[src/rtl/ctl3w_pkg.sv]
`timescale 1ns/1ps
package ctl3w_pkg;
  localparam int unsigned BYTE_W = 8;
  localparam int unsigned ID_W   = 6;

  typedef enum logic [1:0] {
    GRP_AUDIO  = 2'b00,
    GRP_NONE_A = 2'b01,
    GRP_SETUP  = 2'b10,
    GRP_NONE_B = 2'b11
  } grp_e;

  typedef struct packed {
    logic [1:0] ratio;
    logic [2:0] fmt;
    logic [5:0] vol;
    logic [1:0] deemph;
    logic       mute;
  } cfg_t;

  localparam cfg_t CFG_RESET = '{ratio: 2'b10, fmt: 3'b000, vol: 6'd0,
                                 deemph: 2'b00, mute: 1'b0};

  function automatic logic [ID_W-1:0] addr_id(input logic [BYTE_W-1:0] b);
    return b[7:2];
  endfunction

  function automatic grp_e addr_grp(input logic [BYTE_W-1:0] b);
    return grp_e'(b[1:0]);
  endfunction

  function automatic logic [1:0] reg_pick(input logic [BYTE_W-1:0] b);
    return b[7:6];
  endfunction

  function automatic logic ratio_ok(input logic [1:0] c);
    return c != 2'b11;
  endfunction

  function automatic logic fmt_ok(input logic [2:0] c);
    return c <= 3'd4;
  endfunction
endpackage

[src/rtl/ctl3w_sync.sv]
`timescale 1ns/1ps
module ctl3w_sync #(
  parameter int unsigned STAGES = 2,
  parameter int unsigned W      = 3
) (
  input  logic         clk,
  input  logic         rst_n,
  input  logic [W-1:0] d_i,
  output logic [W-1:0] q_o
);
  logic [STAGES-1:0][W-1:0] chain_q;

  always_ff @(posedge clk or negedge rst_n) begin
    if (!rst_n) chain_q <= '0;
    else        chain_q <= {chain_q[STAGES-2:0], d_i};
  end

  assign q_o = chain_q[STAGES-1];
endmodule

[src/rtl/ctl3w_rx.sv]
`timescale 1ns/1ps
module ctl3w_rx import ctl3w_pkg::*; (
  input  logic              clk,
  input  logic              rst_n,
  input  logic              mode_s,
  input  logic              sclk_s,
  input  logic              dat_s,
  output logic              byte_vld_o,
  output logic [BYTE_W-1:0] byte_o,
  output logic              byte_ph_o,
  output logic              bit_rise_o,
  output logic              mode_chg_o
);
  localparam int unsigned CNT_W = $clog2(BYTE_W);
  localparam logic [CNT_W-1:0] LAST = CNT_W'(BYTE_W - 1);

  logic              sclk_prev_q, mode_prev_q;
  logic [CNT_W-1:0]  cnt_q;
  logic [BYTE_W-1:0] sh_q;
  logic              take_bit, last_bit;

  assign bit_rise_o = sclk_s & ~sclk_prev_q;
  assign mode_chg_o = mode_s ^ mode_prev_q;
  assign take_bit   = bit_rise_o & ~mode_chg_o;
  assign last_bit   = take_bit & (cnt_q == LAST);

  always_ff @(posedge clk or negedge rst_n) begin
    if (!rst_n) begin
      sclk_prev_q <= 1'b0;
      mode_prev_q <= 1'b0;
      cnt_q       <= '0;
      sh_q        <= '0;
      byte_vld_o  <= 1'b0;
      byte_o      <= '0;
      byte_ph_o   <= 1'b0;
    end else begin
      sclk_prev_q <= sclk_s;
      mode_prev_q <= mode_s;
      byte_vld_o  <= last_bit;
      if (mode_chg_o) begin
        cnt_q <= '0;
      end else if (take_bit) begin
        sh_q  <= {dat_s, sh_q[BYTE_W-1:1]};
        cnt_q <= last_bit ? '0 : cnt_q + 1'b1;
      end
      if (last_bit) begin
        byte_o    <= {dat_s, sh_q[BYTE_W-1:1]};
        byte_ph_o <= mode_s;
      end
    end
  end


  byte_after_rise_chk: assert property (@(posedge clk) disable iff (!rst_n)
    byte_vld_o |-> $past(bit_rise_o));

  mode_clears_count_chk: assert property (@(posedge clk) disable iff (!rst_n)
    mode_chg_o |=> (cnt_q == '0));

  byte_phase_chk: assert property (@(posedge clk) disable iff (!rst_n)
    byte_vld_o |-> (byte_ph_o == $past(mode_s)));
endmodule

[src/rtl/ctl3w_regs.sv]
`timescale 1ns/1ps
module ctl3w_regs import ctl3w_pkg::*; #(
  parameter logic [ID_W-1:0] DEV_ID = 6'b000101
) (
  input  logic              clk,
  input  logic              rst_n,
  input  logic              byte_vld_i,
  input  logic [BYTE_W-1:0] byte_i,
  input  logic              byte_ph_i,
  output cfg_t              cfg_o,
  output logic              upd_o
);
  logic       sel_q;
  grp_e       grp_q;
  cfg_t       cfg_q;
  logic       upd_q;
  logic       addr_hit, data_hit;
  logic [1:0] rsel;
  logic       wr_setup, wr_vol, wr_fx, wr_any;

  assign addr_hit = byte_vld_i & ~byte_ph_i;
  assign data_hit = byte_vld_i &  byte_ph_i & sel_q;
  assign rsel     = reg_pick(byte_i);
  assign wr_setup = data_hit && (grp_q == GRP_SETUP) && (rsel == 2'b00);
  assign wr_vol   = data_hit && (grp_q == GRP_AUDIO) && (rsel == 2'b00);
  assign wr_fx    = data_hit && (grp_q == GRP_AUDIO) && (rsel == 2'b10);
  assign wr_any   = wr_setup | wr_vol | wr_fx;

  always_ff @(posedge clk or negedge rst_n) begin
    if (!rst_n) begin
      sel_q <= 1'b0;
      grp_q <= GRP_AUDIO;
      cfg_q <= CFG_RESET;
      upd_q <= 1'b0;
    end else begin
      upd_q <= wr_any;
      if (addr_hit) begin
        sel_q <= (addr_id(byte_i) == DEV_ID);
        grp_q <= addr_grp(byte_i);
      end
      if (wr_setup) begin
        if (ratio_ok(byte_i[5:4])) cfg_q.ratio <= byte_i[5:4];
        if (fmt_ok(byte_i[3:1]))   cfg_q.fmt   <= byte_i[3:1];
      end
      if (wr_vol) cfg_q.vol <= byte_i[5:0];
      if (wr_fx) begin
        cfg_q.deemph <= byte_i[4:3];
        cfg_q.mute   <= byte_i[2];
      end
    end
  end

  assign cfg_o = cfg_q;
  assign upd_o = upd_q;


  ratio_code_chk: assert property (@(posedge clk) disable iff (!rst_n)
    cfg_q.ratio != 2'b11);

  fmt_code_chk: assert property (@(posedge clk) disable iff (!rst_n)
    cfg_q.fmt <= 3'd4);

  upd_single_chk: assert property (@(posedge clk) disable iff (!rst_n)
    upd_q |=> !upd_q);

  quiet_hold_chk: assert property (@(posedge clk) disable iff (!rst_n)
    !upd_q |-> $stable(cfg_q));

  upd_needs_sel_chk: assert property (@(posedge clk) disable iff (!rst_n)
    upd_q |-> $past(sel_q && byte_vld_i && byte_ph_i));

  upd_valid_grp_chk: assert property (@(posedge clk) disable iff (!rst_n)
    upd_q |-> ($past(grp_q) == GRP_AUDIO || $past(grp_q) == GRP_SETUP));
endmodule

[src/rtl/ctl3w_slave.sv]
`timescale 1ns/1ps
module ctl3w_slave import ctl3w_pkg::*; #(
  parameter int unsigned     SYNC_STAGES = 2,
  parameter logic [ID_W-1:0] DEV_ID      = 6'b000101
) (
  input  logic       clk,
  input  logic       rst_n,
  input  logic       ctl_mode_i,
  input  logic       ctl_clk_i,
  input  logic       ctl_dat_i,
  output logic [1:0] clk_ratio_o,
  output logic [2:0] fmt_o,
  output logic [5:0] vol_o,
  output logic [1:0] deemph_o,
  output logic       mute_o,
  output logic       upd_o
);
  logic [2:0]        wires_s;
  logic              byte_vld, byte_ph, bit_rise, mode_chg;
  logic [BYTE_W-1:0] byte_q;
  cfg_t              cfg;

  ctl3w_sync #(.STAGES(SYNC_STAGES), .W(3)) u_sync (
    .clk(clk), .rst_n(rst_n),
    .d_i({ctl_mode_i, ctl_clk_i, ctl_dat_i}), .q_o(wires_s));

  ctl3w_rx u_rx (
    .clk(clk), .rst_n(rst_n),
    .mode_s(wires_s[2]), .sclk_s(wires_s[1]), .dat_s(wires_s[0]),
    .byte_vld_o(byte_vld), .byte_o(byte_q), .byte_ph_o(byte_ph),
    .bit_rise_o(bit_rise), .mode_chg_o(mode_chg));

  ctl3w_regs #(.DEV_ID(DEV_ID)) u_regs (
    .clk(clk), .rst_n(rst_n),
    .byte_vld_i(byte_vld), .byte_i(byte_q), .byte_ph_i(byte_ph),
    .cfg_o(cfg), .upd_o(upd_o));

  assign clk_ratio_o = cfg.ratio;
  assign fmt_o       = cfg.fmt;
  assign vol_o       = cfg.vol;
  assign deemph_o    = cfg.deemph;
  assign mute_o      = cfg.mute;


  vld_not_on_mode_chg_chk: assert property (@(posedge clk) disable iff (!rst_n)
    byte_vld |-> !$past(mode_chg));
endmodule

[config.mk]
export PLATFORM = sky130hd
export DESIGN_NAME = ctl3w_slave
export DESIGN_NICKNAME = d
export VERILOG_FILES = /design/src/rtl/ctl3w_pkg.sv /design/src/rtl/ctl3w_sync.sv /design/src/rtl/ctl3w_rx.sv /design/src/rtl/ctl3w_regs.sv /design/src/rtl/ctl3w_slave.sv
export SDC_FILE = /design/constraint.sdc
export NUM_CORES = 1
export LEC_CHECK = 0
export ABC_AREA = 1
export BUFFER_PORTS_ARGS = -buffer_cell sky130_fd_sc_hd__buf_2
export CORE_ASPECT_RATIO = 1.5
export CORE_MARGIN = 2
export CORE_UTILIZATION = 45
export DETAILED_ROUTE_END_ITERATION = 6
export HOLD_SLACK_MARGIN = 0.05
export PLACE_DENSITY = 0.74
export SETUP_SLACK_MARGIN = 0.02
export SLEW_MARGIN = 20
export SYNTH_ARGS = -nofsm -noshare
export SYNTH_HDL_FRONTEND = slang
export SYNTH_SLANG_ARGS = --single-unit
[constraint.sdc]
create_clock -name clk -period 1.4 [get_ports clk]
set_input_delay 0.07 -clock clk [delete_from_list [all_inputs] [get_ports clk]]
set_output_delay 0.07 -clock clk [all_outputs]
set_load 0.005 [all_outputs]
==> results.toml <==
[run_status]
status = "finished clean"

[cts]
clockBufferDepth = 2
path_clk_slew_ns = 0.08
clockRootBuffer = "clkbuf_8"
h-tree-depth = 2
cts_sinks = 46
numCtsBuffers = 5
insertion_delay_ns = 0.29
cts_tree = "yes"

[routing]
post-route-drc-count = 0
drtIter0Drc = 46
ant_nets = 0
vias_per_cell = 5.11
dr.pass1.iters = 4
dr_total_vias = 1365
drt-total-wl_um = 3080
wl_per_cell_um = 11.5

[logic_synthesis]
yosysTopAreaCell = "dfrtp_1"
synthDominantCellAreaShare_pct = 59.8
yosysWarningCount = 0
ys_types = 23
synth_top_family_by_area = "simple AND/OR/NAND/NOR gates"
synth_enable_flop_cells = 0
synth_fa_ha_area_share_pct = 1.33
ys_seq_area_share_pct = 61.2
synth_commonest_cells = "nand2_1 (65), dfrtp_1 (45), inv_1 (16), nand4_1 (16), nand3_1 (11)"
synth_compound_area_share_pct = 5.25
syn-cell-area_sq_mm = 0.00188
synth_most_common_cell = "nand2_1"
syn_avg_cell_area_sq_um = 9.87
postSynthCellCount = 191
async_flop_share_pct = 100
yosys.area_share.xor_xnor_pct = 0
synthFlopType = "dfrtp_1"
synth-simple-area-share_pct = 27.0
ys_ff_latch = 46
synth_mux_area_share_pct = 0
syn-num-nets = 198
synthTopCellsByArea = "dfrtp_1 (60%), nand2_1 (13%), nand4_1 (5.3%), inv_1 (3.2%), nand3_1 (2.9%)"

[grt]
grt_usage_pct = 14.6
grt_pass1_vias = 1267
grt-busiest-layer = "met2"
grtUsageMet2_pct = 25.6
antenna_found_initial = 0
grt_util_met1_pct = 15.5
grt_max_degree = 46
grt_pass1_wl_um = 5370
grt_use_met3_pct = 5.14
grt.overflow.total = 0

[placement]
hpwl_um = 2190
port_buffers = 19
pre_cts_slack_ns = 0.0348
gp_congestion = 0.732

[layout]
diodes = 0
syn2layout_area_growth_pct = 16.1
fillerInstances = 376
drive_gt1_share_pct = 21.6
fin_nets = 229

[power_and_ir_drop]
ir_worst_vdd_mv = 0.758
p_leak_nw = 1.17
total_power_w = 0.00231
p_per_area_mw_per_mm2 = 1060

[timing]
finalHoldViolations = 0
tns_ns = 0
finalMaxSlewViolations = 0
tightest_slew_ns = 0.307
hold_ws_ns = 0.0947
skew_ns = 0.00463
finalCritPeriodShare_pct = 93.5
rsz0062_at_grt = "true"
fmax_mhz = 764
relSlewSlack_pct = 79.5
final.min_clock_period_ns = 1.31
finalWorstSetupSlack_ns = 0.0910
finalSetupViolCount = 0

[die]
die_area_sq_mm = 0.00473
die_h_um = 83.3
fp-row-count = 28
core_area_sq_mm = 0.00399
ios = 20
start_util_pct = 47.2
dieWidth_um = 56.8

[setup_path]
required_ns = 1.61
worstPathCellList = "ha_1 > ha_2 > or2_2 > o21ai_2"
cp-start-kind = "register"
crit_path_top_delay_cell = "dfrtp_1"
path_buf_inv = 0
critPathMaxFanout = 5
reg2regPathDepth = 4
slowest_delay_ns = 0.39
endpoint_kind = "register"
worst-path-stages = 4
r2r_slack_ns = 0.09
arrival_ns = 1.52
crit_family = "adder cells"
path_class = "register to register"

[min_path]
hp-class = "primary input to async pin"

[flow_run]
maxCapViolCount = 0
[final cells by class]
cell class / instances / area, sq um / area share (%)
Timing Repair Buffer: 30 / 200 / 9.15
Tap cell: 45 / 56.3 / 2.57
Multi-Input combinational cell: 123 / 643 / 29.4
Inverter: 16 / 60.1 / 2.74
Clock buffer: 7 / 76.3 / 3.49
Sequential cell: 46 / 1150 / 52.7
[per-stage QoR]
stage	util [%]	instance area, sq um	instances
after floorplan	-	1880	191
after global placement	51.6	2060	256
after detailed placement	51.6	2060	256
after CTS	54.6	2180	267
after global routing	54.8	2190	267
final	54.8	2190	267
[layout by cell type, fill, tap and decap left out]
cell            n
clkbuf_1        2
dfrtp_1        45
nand3_2         2
nor2_4          1
buf_4           6
nor2_2          1
nor2_1          5
o21ai_2         7
or2_2           1
clkbuf_8        5
nand3_1        11
ha_1            1
inv_1          16
buf_2          19
nand2_1        65
ha_2            1
o21ai_0         5
buf_12          1
nand4_1        16
a21oi_1         2
dfstp_2         1
dlygate4sd3_1   4
nor2_8          1
nand3_4         1
o22ai_1         1
nand3b_1        1
nand2_2         1
[power by group]
| part | switching, W | leakage, nW | internal, W | total [W] |
|---|---|---|---|---|
| Combinational | 0.0000830 | 0.512 | 0.0000524 | 0.000135 |
| Sequential | 0.0000490 | 0.615 | 0.00139 | 0.00144 |
| Clock | 0.000388 | 0.0383 | 0.000344 | 0.000731 |
[worst paths after layout]
kind / endpoint / from
worst max register to register: u_rx.cnt_q[0] / u_rx.cnt_q[0]
max in group asynchronous: u_regs.cfg_o[13] / rst_n
min in group clk: u_sync.q_o[1] / u_sync.chain_q[1]
worst min register to register: u_sync.q_o[1] / u_sync.chain_q[1]
worst max-delay path: u_rx.cnt_q[0] / u_rx.cnt_q[0]
worst min-delay path: u_regs.cfg_o[3] / rst_n
[kinds of logic after synthesis]
kind of cell / count (synthesis)
AO/OA/AOI/OAI: 15
adder cells (fa/ha/maj): 2
buffers and inverters: 22
flip-flops: 46
AND/OR/NAND/NOR: 106
[per-layer routing]
layer / up-vias / share of wire [%] / wire (um)
li1: 685 / - / -
met1: 654 / 40 / 1230
met2: 22 / 55 / 1680
met3: 4 / 3.8 / 116
met4: 0 / 1.5 / 46
met5: - / 0 / 0
[timing repair]
action | 4_1_cts | 5_1_grt
pin swaps | 0 | 0
resized for setup | 1 | 3
endpoints found under the setup margin | 1 | 3
buffers inserted | 0 | 0
hold buffers | 4 | 0
hold endpoints to repair | 49 | 0
[worst reg2reg max path: stages (launching register included)]
cell	delay, ns
dfrtp_1	0.39
ha_1	0.20
ha_2	0.20
or2_2	0.31
o21ai_2	0.14
[registers in the layout, indices dropped and copies added (netlist names)]
signal,cells
u_rx.byte_o,8
u_regs.cfg_o,14
u_regs.upd_o,1
u_rx.byte_ph_o,1
u_rx.sclk_prev_q,1
u_rx.byte_vld_o,1
u_rx.sh_q,7
u_sync.chain_q,3
u_sync.q_o,3
u_regs.sel_q,1
u_regs.grp_q,2
u_rx.cnt_q,3
u_rx.mode_prev_q,1
Note: power is estimated with default switching activity, not from simulation.
